File: config.mk
export PLATFORM = sky130hd
export DESIGN_NAME = tx_ctrl_reg
export DESIGN_NICKNAME = d
export VERILOG_FILES = /design/src/rtl/tx_ctrl_pkg.sv /design/src/rtl/tx_ctrl_flush.sv /design/src/rtl/tx_ctrl_stop.sv /design/src/rtl/tx_ctrl_gate.sv /design/src/rtl/tx_ctrl_reg.sv
export SDC_FILE = /design/constraint.sdc
export NUM_CORES = 1
export LEC_CHECK = 0
export BUFFER_PORTS_ARGS = -buffer_cell sky130_fd_sc_hd__buf_2
export CORE_ASPECT_RATIO = 1.2
export CORE_MARGIN = 2
export CORE_UTILIZATION = 30
export CTS_CLUSTER_DIAMETER = 200
export CTS_CLUSTER_SIZE = 40
export DETAILED_ROUTE_END_ITERATION = 16
export PLACE_DENSITY = 0.88
export SYNTH_ARGS = -nofsm -noshare
export SYNTH_HDL_FRONTEND = slang
export SYNTH_SLANG_ARGS = --single-unit
File: constraint.sdc
create_clock -name clk -period 2.19 [get_ports clk]
set_input_delay 0.438 -clock clk [delete_from_list [all_inputs] [get_ports clk]]
set_output_delay 0.438 -clock clk [all_outputs]
set_load 0.05 [all_outputs]
File: src/rtl/tx_ctrl_pkg.sv
`timescale 1ns/1ps
package tx_ctrl_pkg;
    localparam int BIT_STOP = 0;
    localparam int BIT_EN   = 1;
    localparam int BIT_OVR  = 2;
    localparam int BIT_DFL  = 14;
    localparam int BIT_SFL  = 15;
    localparam int NUM_FLUSH = 2;

    typedef struct packed {
        logic ovr;
        logic en;
        logic stop;
    } ctl_t;
endpackage

File: src/rtl/tx_ctrl_flush.sv
`timescale 1ns/1ps
module tx_ctrl_flush #(
    parameter int N = 2
) (
    input  logic         clk,
    input  logic         rst_n,
    input  logic         wr_hit,
    input  logic [N-1:0] req,
    output logic [N-1:0] pulse
);
    logic [N-1:0] pulse_d, pulse_q;

    always_comb begin
        pulse_d = wr_hit ? req : '0;
    end

    always_ff @(posedge clk or negedge rst_n) begin
        if (!rst_n) pulse_q <= '0;
        else        pulse_q <= pulse_d;
    end

    assign pulse = pulse_q;

    for (genvar i = 0; i < N; i++) begin : g_chk
        // a strobe only follows a write of 1 to its bit
        p_flush_cause_r3: assert property (@(posedge clk) disable iff (!rst_n)
            pulse_q[i] |-> $past(wr_hit && req[i]));
    end
endmodule

File: src/rtl/tx_ctrl_stop.sv
`timescale 1ns/1ps
module tx_ctrl_stop
    import tx_ctrl_pkg::*;
(
    input  logic clk,
    input  logic rst_n,
    input  logic wr_hit,
    input  logic wr_stop,
    input  logic wr_en,
    input  logic wr_ovr,
    input  logic tx_busy,
    output ctl_t ctl
);
    ctl_t s_d, s_q;

    always_comb begin
        s_d = s_q;
        if (wr_hit) begin
            s_d.en  = wr_en;
            s_d.ovr = wr_ovr;
            if (!s_q.stop) s_d.stop = wr_stop;
        end
        if (s_q.stop && !tx_busy) begin
            s_d.stop = 1'b0;
            s_d.en   = 1'b0;
        end
    end

    always_ff @(posedge clk or negedge rst_n) begin
        if (!rst_n) s_q <= '0;
        else        s_q <= s_d;
    end

    assign ctl = s_q;

    // pending stop survives any write while the frame runs
    p_stop_hold_r7: assert property (@(posedge clk) disable iff (!rst_n)
        s_q.stop && tx_busy |=> s_q.stop);
    // completion clears stop and enable together
    p_stop_done_r6: assert property (@(posedge clk) disable iff (!rst_n)
        s_q.stop && !tx_busy |=> !s_q.stop && !s_q.en);
    // stop rises only from a write
    p_stop_src_r5: assert property (@(posedge clk) disable iff (!rst_n)
        $rose(s_q.stop) |-> $past(wr_hit && wr_stop));
endmodule

File: src/rtl/tx_ctrl_gate.sv
`timescale 1ns/1ps
module tx_ctrl_gate
    import tx_ctrl_pkg::*;
(
    input  logic clk,
    input  logic rst_n,
    input  ctl_t ctl,
    input  logic dat_empty,
    input  logic sts_full,
    output logic start_ok,
    output logic irq
);
    logic irq_d, irq_q;

    always_comb begin
        irq_d    = sts_full;
        start_ok = ctl.en && !ctl.stop && !dat_empty && (!sts_full || ctl.ovr);
    end

    always_ff @(posedge clk or negedge rst_n) begin
        if (!rst_n) irq_q <= 1'b0;
        else        irq_q <= irq_d;
    end

    assign irq = irq_q;

    // never permit a start without data or while stopping
    p_start_gate_r8: assert property (@(posedge clk) disable iff (!rst_n)
        start_ok |-> ctl.en && !ctl.stop && !dat_empty);
    // interrupt level tracks the full flag one cycle late
    p_irq_track_r10: assert property (@(posedge clk) disable iff (!rst_n)
        1'b1 |=> irq_q == $past(sts_full));
endmodule

File: src/rtl/tx_ctrl_reg.sv
`timescale 1ns/1ps
module tx_ctrl_reg
    import tx_ctrl_pkg::*;
#(
    parameter int              ADDR_W     = 8,
    parameter int              DATA_W     = 32,
    parameter logic [ADDR_W-1:0] REG_OFFSET = 8'h70
) (
    input  logic              clk,
    input  logic              rst_n,
    input  logic              reg_wr,
    input  logic [ADDR_W-1:0] reg_addr,
    input  logic [DATA_W-1:0] reg_wdata,
    output logic [DATA_W-1:0] reg_rdata,
    input  logic              tx_frame_busy,
    input  logic              dat_fifo_empty,
    input  logic              sts_fifo_full,
    output logic              dat_fifo_flush,
    output logic              sts_fifo_flush,
    output logic              tx_enable,
    output logic              tx_start_ok,
    output logic              sts_full_irq
);
    logic                 sel;
    logic                 wr_hit;
    ctl_t                 ctl;
    logic [NUM_FLUSH-1:0] flush_req, flush_pulse;
    logic                 unused_wbits;

    assign sel    = (reg_addr == REG_OFFSET);
    assign wr_hit = reg_wr && sel;

    assign flush_req    = {reg_wdata[BIT_SFL], reg_wdata[BIT_DFL]};
    assign unused_wbits = ^{reg_wdata[DATA_W-1:BIT_SFL+1], reg_wdata[BIT_DFL-1:BIT_OVR+1]};

    tx_ctrl_flush #(.N(NUM_FLUSH)) u_flush (
        .clk    (clk),
        .rst_n  (rst_n),
        .wr_hit (wr_hit),
        .req    (flush_req),
        .pulse  (flush_pulse)
    );

    tx_ctrl_stop u_stop (
        .clk     (clk),
        .rst_n   (rst_n),
        .wr_hit  (wr_hit),
        .wr_stop (reg_wdata[BIT_STOP]),
        .wr_en   (reg_wdata[BIT_EN]),
        .wr_ovr  (reg_wdata[BIT_OVR]),
        .tx_busy (tx_frame_busy),
        .ctl     (ctl)
    );

    tx_ctrl_gate u_gate (
        .clk       (clk),
        .rst_n     (rst_n),
        .ctl       (ctl),
        .dat_empty (dat_fifo_empty),
        .sts_full  (sts_fifo_full),
        .start_ok  (tx_start_ok),
        .irq       (sts_full_irq)
    );

    always_comb begin
        reg_rdata = '0;
        if (sel) begin
            reg_rdata[BIT_STOP] = ctl.stop;
            reg_rdata[BIT_EN]   = ctl.en;
            reg_rdata[BIT_OVR]  = ctl.ovr;
        end
    end

    assign dat_fifo_flush = flush_pulse[0];
    assign sts_fifo_flush = flush_pulse[1];
    assign tx_enable      = ctl.en;

    // a write elsewhere leaves the control bits untouched
    p_miss_quiet_r2: assert property (@(posedge clk) disable iff (!rst_n)
        reg_wr && !sel && tx_frame_busy |=> $stable(ctl));
endmodule

==> results.toml <==
[drt]
wl_per_cell_um = 9.26
drtIter0Drc = 2
routed_via_density = 3.86
drc_errors = 0
vias = 390
dr.max_layer_used = "met4"
drt-total-wl_um = 935
met3_length_um = 196
wl_met1_um = 257
wl_met2_um = 464
first_pass_iters = 3
drtAntennaViolNets = 0

[pwr]
p_clk_share_pct = 26.4
pwr-share-seq_pct = 32.3
p_per_area_nw_per_um2 = 599
swShare_pct = 45.8
internal_power_mw = 0.194
total_leakage_power_nw = 0.379
switchingPower_mw = 0.164
pwr-share-comb_pct = 41.2
irDropWorstVdd_mv = 0.151

[logic_synthesis]
syn_area_per_cell_um2 = 9.62
syn-cell-area_um2 = 529
synth-seq-cells = 6
synth_fa_ha_area_share_pct = 0
ys_seq_area_share_pct = 28.4
syn_inst = 55
synth-simple-area-share_pct = 24.1
ys_types = 17
yosys_warnings = 0
synth_compound_area_share_pct = 0.946
muxShareOfSynthArea_pct = 4.73
synth_top_family_by_area = "buffers and inverters"
synthXorXnorAreaFrac_pct = 0

[sta]
slew_violations = 0
min_period_ps = 1860
fin_setup_tns_ps = 0
skew_ps = 0.840
finalCritPeriodShare_pct = 84.9
whs_ps = 14.9
rsz0062_at_grt = "false"
hold_violations = 0
timing.fmax_ghz = 0.538
setup_viol = 0

[place]
dp.cells = 98
hpwlAfterDp_um = 831
port_buffers = 26
gp_congestion = 0.788

[final_layout]
fin_util_pct = 36.4
nets = 131
area_growth_pct = 13.0
drive_above_1_share_pct = 45.8
fin_cells = 101
antenna_cells = 0

[cts]
cts.sinks = 6
cts_buffer_depth = 2
cts_buffers = 3
clkLatencyLatePin_ps = 240
clock_tree.root_cell = "clkbuf_4"
cts_resized = 0
cts_tree = "done"
clk_pin_slew_ps = 40
h-tree-depth = 1
post-cts-setup-buffers = 0
hold_buffers = 0

[setup_path]
crit_arrival_ps = 1420
cp-start-kind = "primary input"
cp-end-kind = "output pin"
slowest_delay_ps = 390
cp_common_cell = "buf_2"
path_cells = "buf_2 > nor4b_4 > and3_2 > buf_2"
criticalPathCategory = "in -> out"
worstPathRequired_ps = 1750
path_max_fanout = 6
critical-path-slowest-cell = "nor4b_4"

[hold_path]
hold_path.class = "in -> async"

[global_routing]
grt_start_max_net_pins = 7
grt_pass1_vias = 313
grt_pass1_wl_mm = 1.35
antenna_found_initial = 0
overflow = 0
grtUsageTotal_pct = 9.35

[die]
initial_core_util_pct = 32.2
core_area_um2 = 1640
die_x_um = 42.3
io_pins = 83
die_y_um = 50.0
die-area_um2 = 2120
rows = 16

[flow_run]
maxCapViolations = 0

[run_status]
outcome = "finished clean"
worst paths after layout:
path / startpoint / endpoint / slack (ps) / cells past startpoint
setup / recovery: reg_addr[7] / reg_rdata[1] / 330 / 4
min in group clk: sts_fifo_full / u_gate.irq / 330 / 1
setup reg to reg: u_stop.ctl[0] / u_stop.ctl[1] / 1400 / 3
hold reg to reg: u_stop.ctl[2] / u_stop.ctl[2] / 540 / 1
hold / removal: rst_n / u_flush.pulse[1] / 10 / 1
max in group asynchronous: rst_n / u_gate.irq / 2040 / 1
cell usage after synthesis (all sizes together):
master | number | share of area [%]
o21ai | 1 | 0.94
nor4b | 2 | 6.1
and3 | 5 | 6.6
nand4 | 1 | 1.2
dfrtp | 6 | 28
and2 | 1 | 1.4
mux2 | 1 | 2.8
mux2i | 1 | 1.9
nand3 | 1 | 1.9
buf | 29 | 41
and4bb | 1 | 2.4
conb | 1 | 0.71
nand2b | 1 | 1.2
nor2b | 1 | 1.2
nand2 | 3 | 2.1
through the flow:
stage | cell area, um^2 | total power, mW | setup WS [ps]
5_1_grt | 598 | 0.373 | 244
3_3_place_gp | 576 | 0.262 | 340
2_1_floorplan | 641 | 0.281 | 128
4_1_cts | 598 | 0.364 | 323
6_report | 598 | 0.358 | 331
3_5_place_dp | 576 | 0.264 | 325
worst max-delay path, delay by kind of cell:
family	cells	cell delay, ps
and+or+nand+nor	2	620
buffers and inverters	2	370
cell families (layout without fill, tap and decap cells):
kind of cell,after synthesis,in the layout
buffers and inverters,29,29
flip-flops,6,6
AND/OR/NAND/NOR,16,16
other,1,29
AO/OA/AOI/OAI,1,1
multiplexers,2,2
sequential cells by signal, summed over array words and instances, names as in the netlist:
register / count
u_flush.pulse: 2
u_stop.ctl: 3
u_gate.irq: 1
power groups by stage:
stage / sequential (mW) / combinational (mW) / clock, mW
after global placement: 0.117 / 0.145 / 0
after global routing: 0.116 / 0.154 / 0.103
after detailed placement: 0.117 / 0.147 / 0
after floorplan: 0.124 / 0.157 / 0
final: 0.116 / 0.148 / 0.0947
after CTS: 0.116 / 0.147 / 0.101
layout by cell type (no fill, tap or decap):
cell type / Yosys / final
nor4b_4: 1 / 1
clkbuf_4: 0 / 3
nand3_2: 1 / 1
conb_1: 1 / 29
and3_1: 2 / 2
and4bb_2: 1 / 1
nand2_1: 3 / 3
dfrtp_1: 6 / 6
mux2_4: 1 / 1
nor2b_1: 1 / 1
and3_2: 3 / 3
buf_2: 0 / 26
o21ai_0: 1 / 1
nor4b_2: 0 / 1
and2_2: 1 / 1
mux2i_1: 1 / 1
nand2b_1: 1 / 1
nand4_1: 1 / 1
layer usage:
metal	up-vias	track usage (%)
met5	-	0
met4	0	10.9
met3	2	3.30
met2	43	15.6
met1	166	7.61
li1	179	-
layout make-up:
| class | instances | area, um^2 |
|---|---|---|
| Clock buffer | 3 | 22.5 |
| Fill cell | 170 | 1040 |
| Timing Repair Buffer | 26 | 130 |
| Tap cell | 18 | 22.5 |
| Sequential cell | 6 | 150 |
| Multi-Input combinational cell | 48 | 273 |
Note: power is estimated with default switching activity, not from simulation.
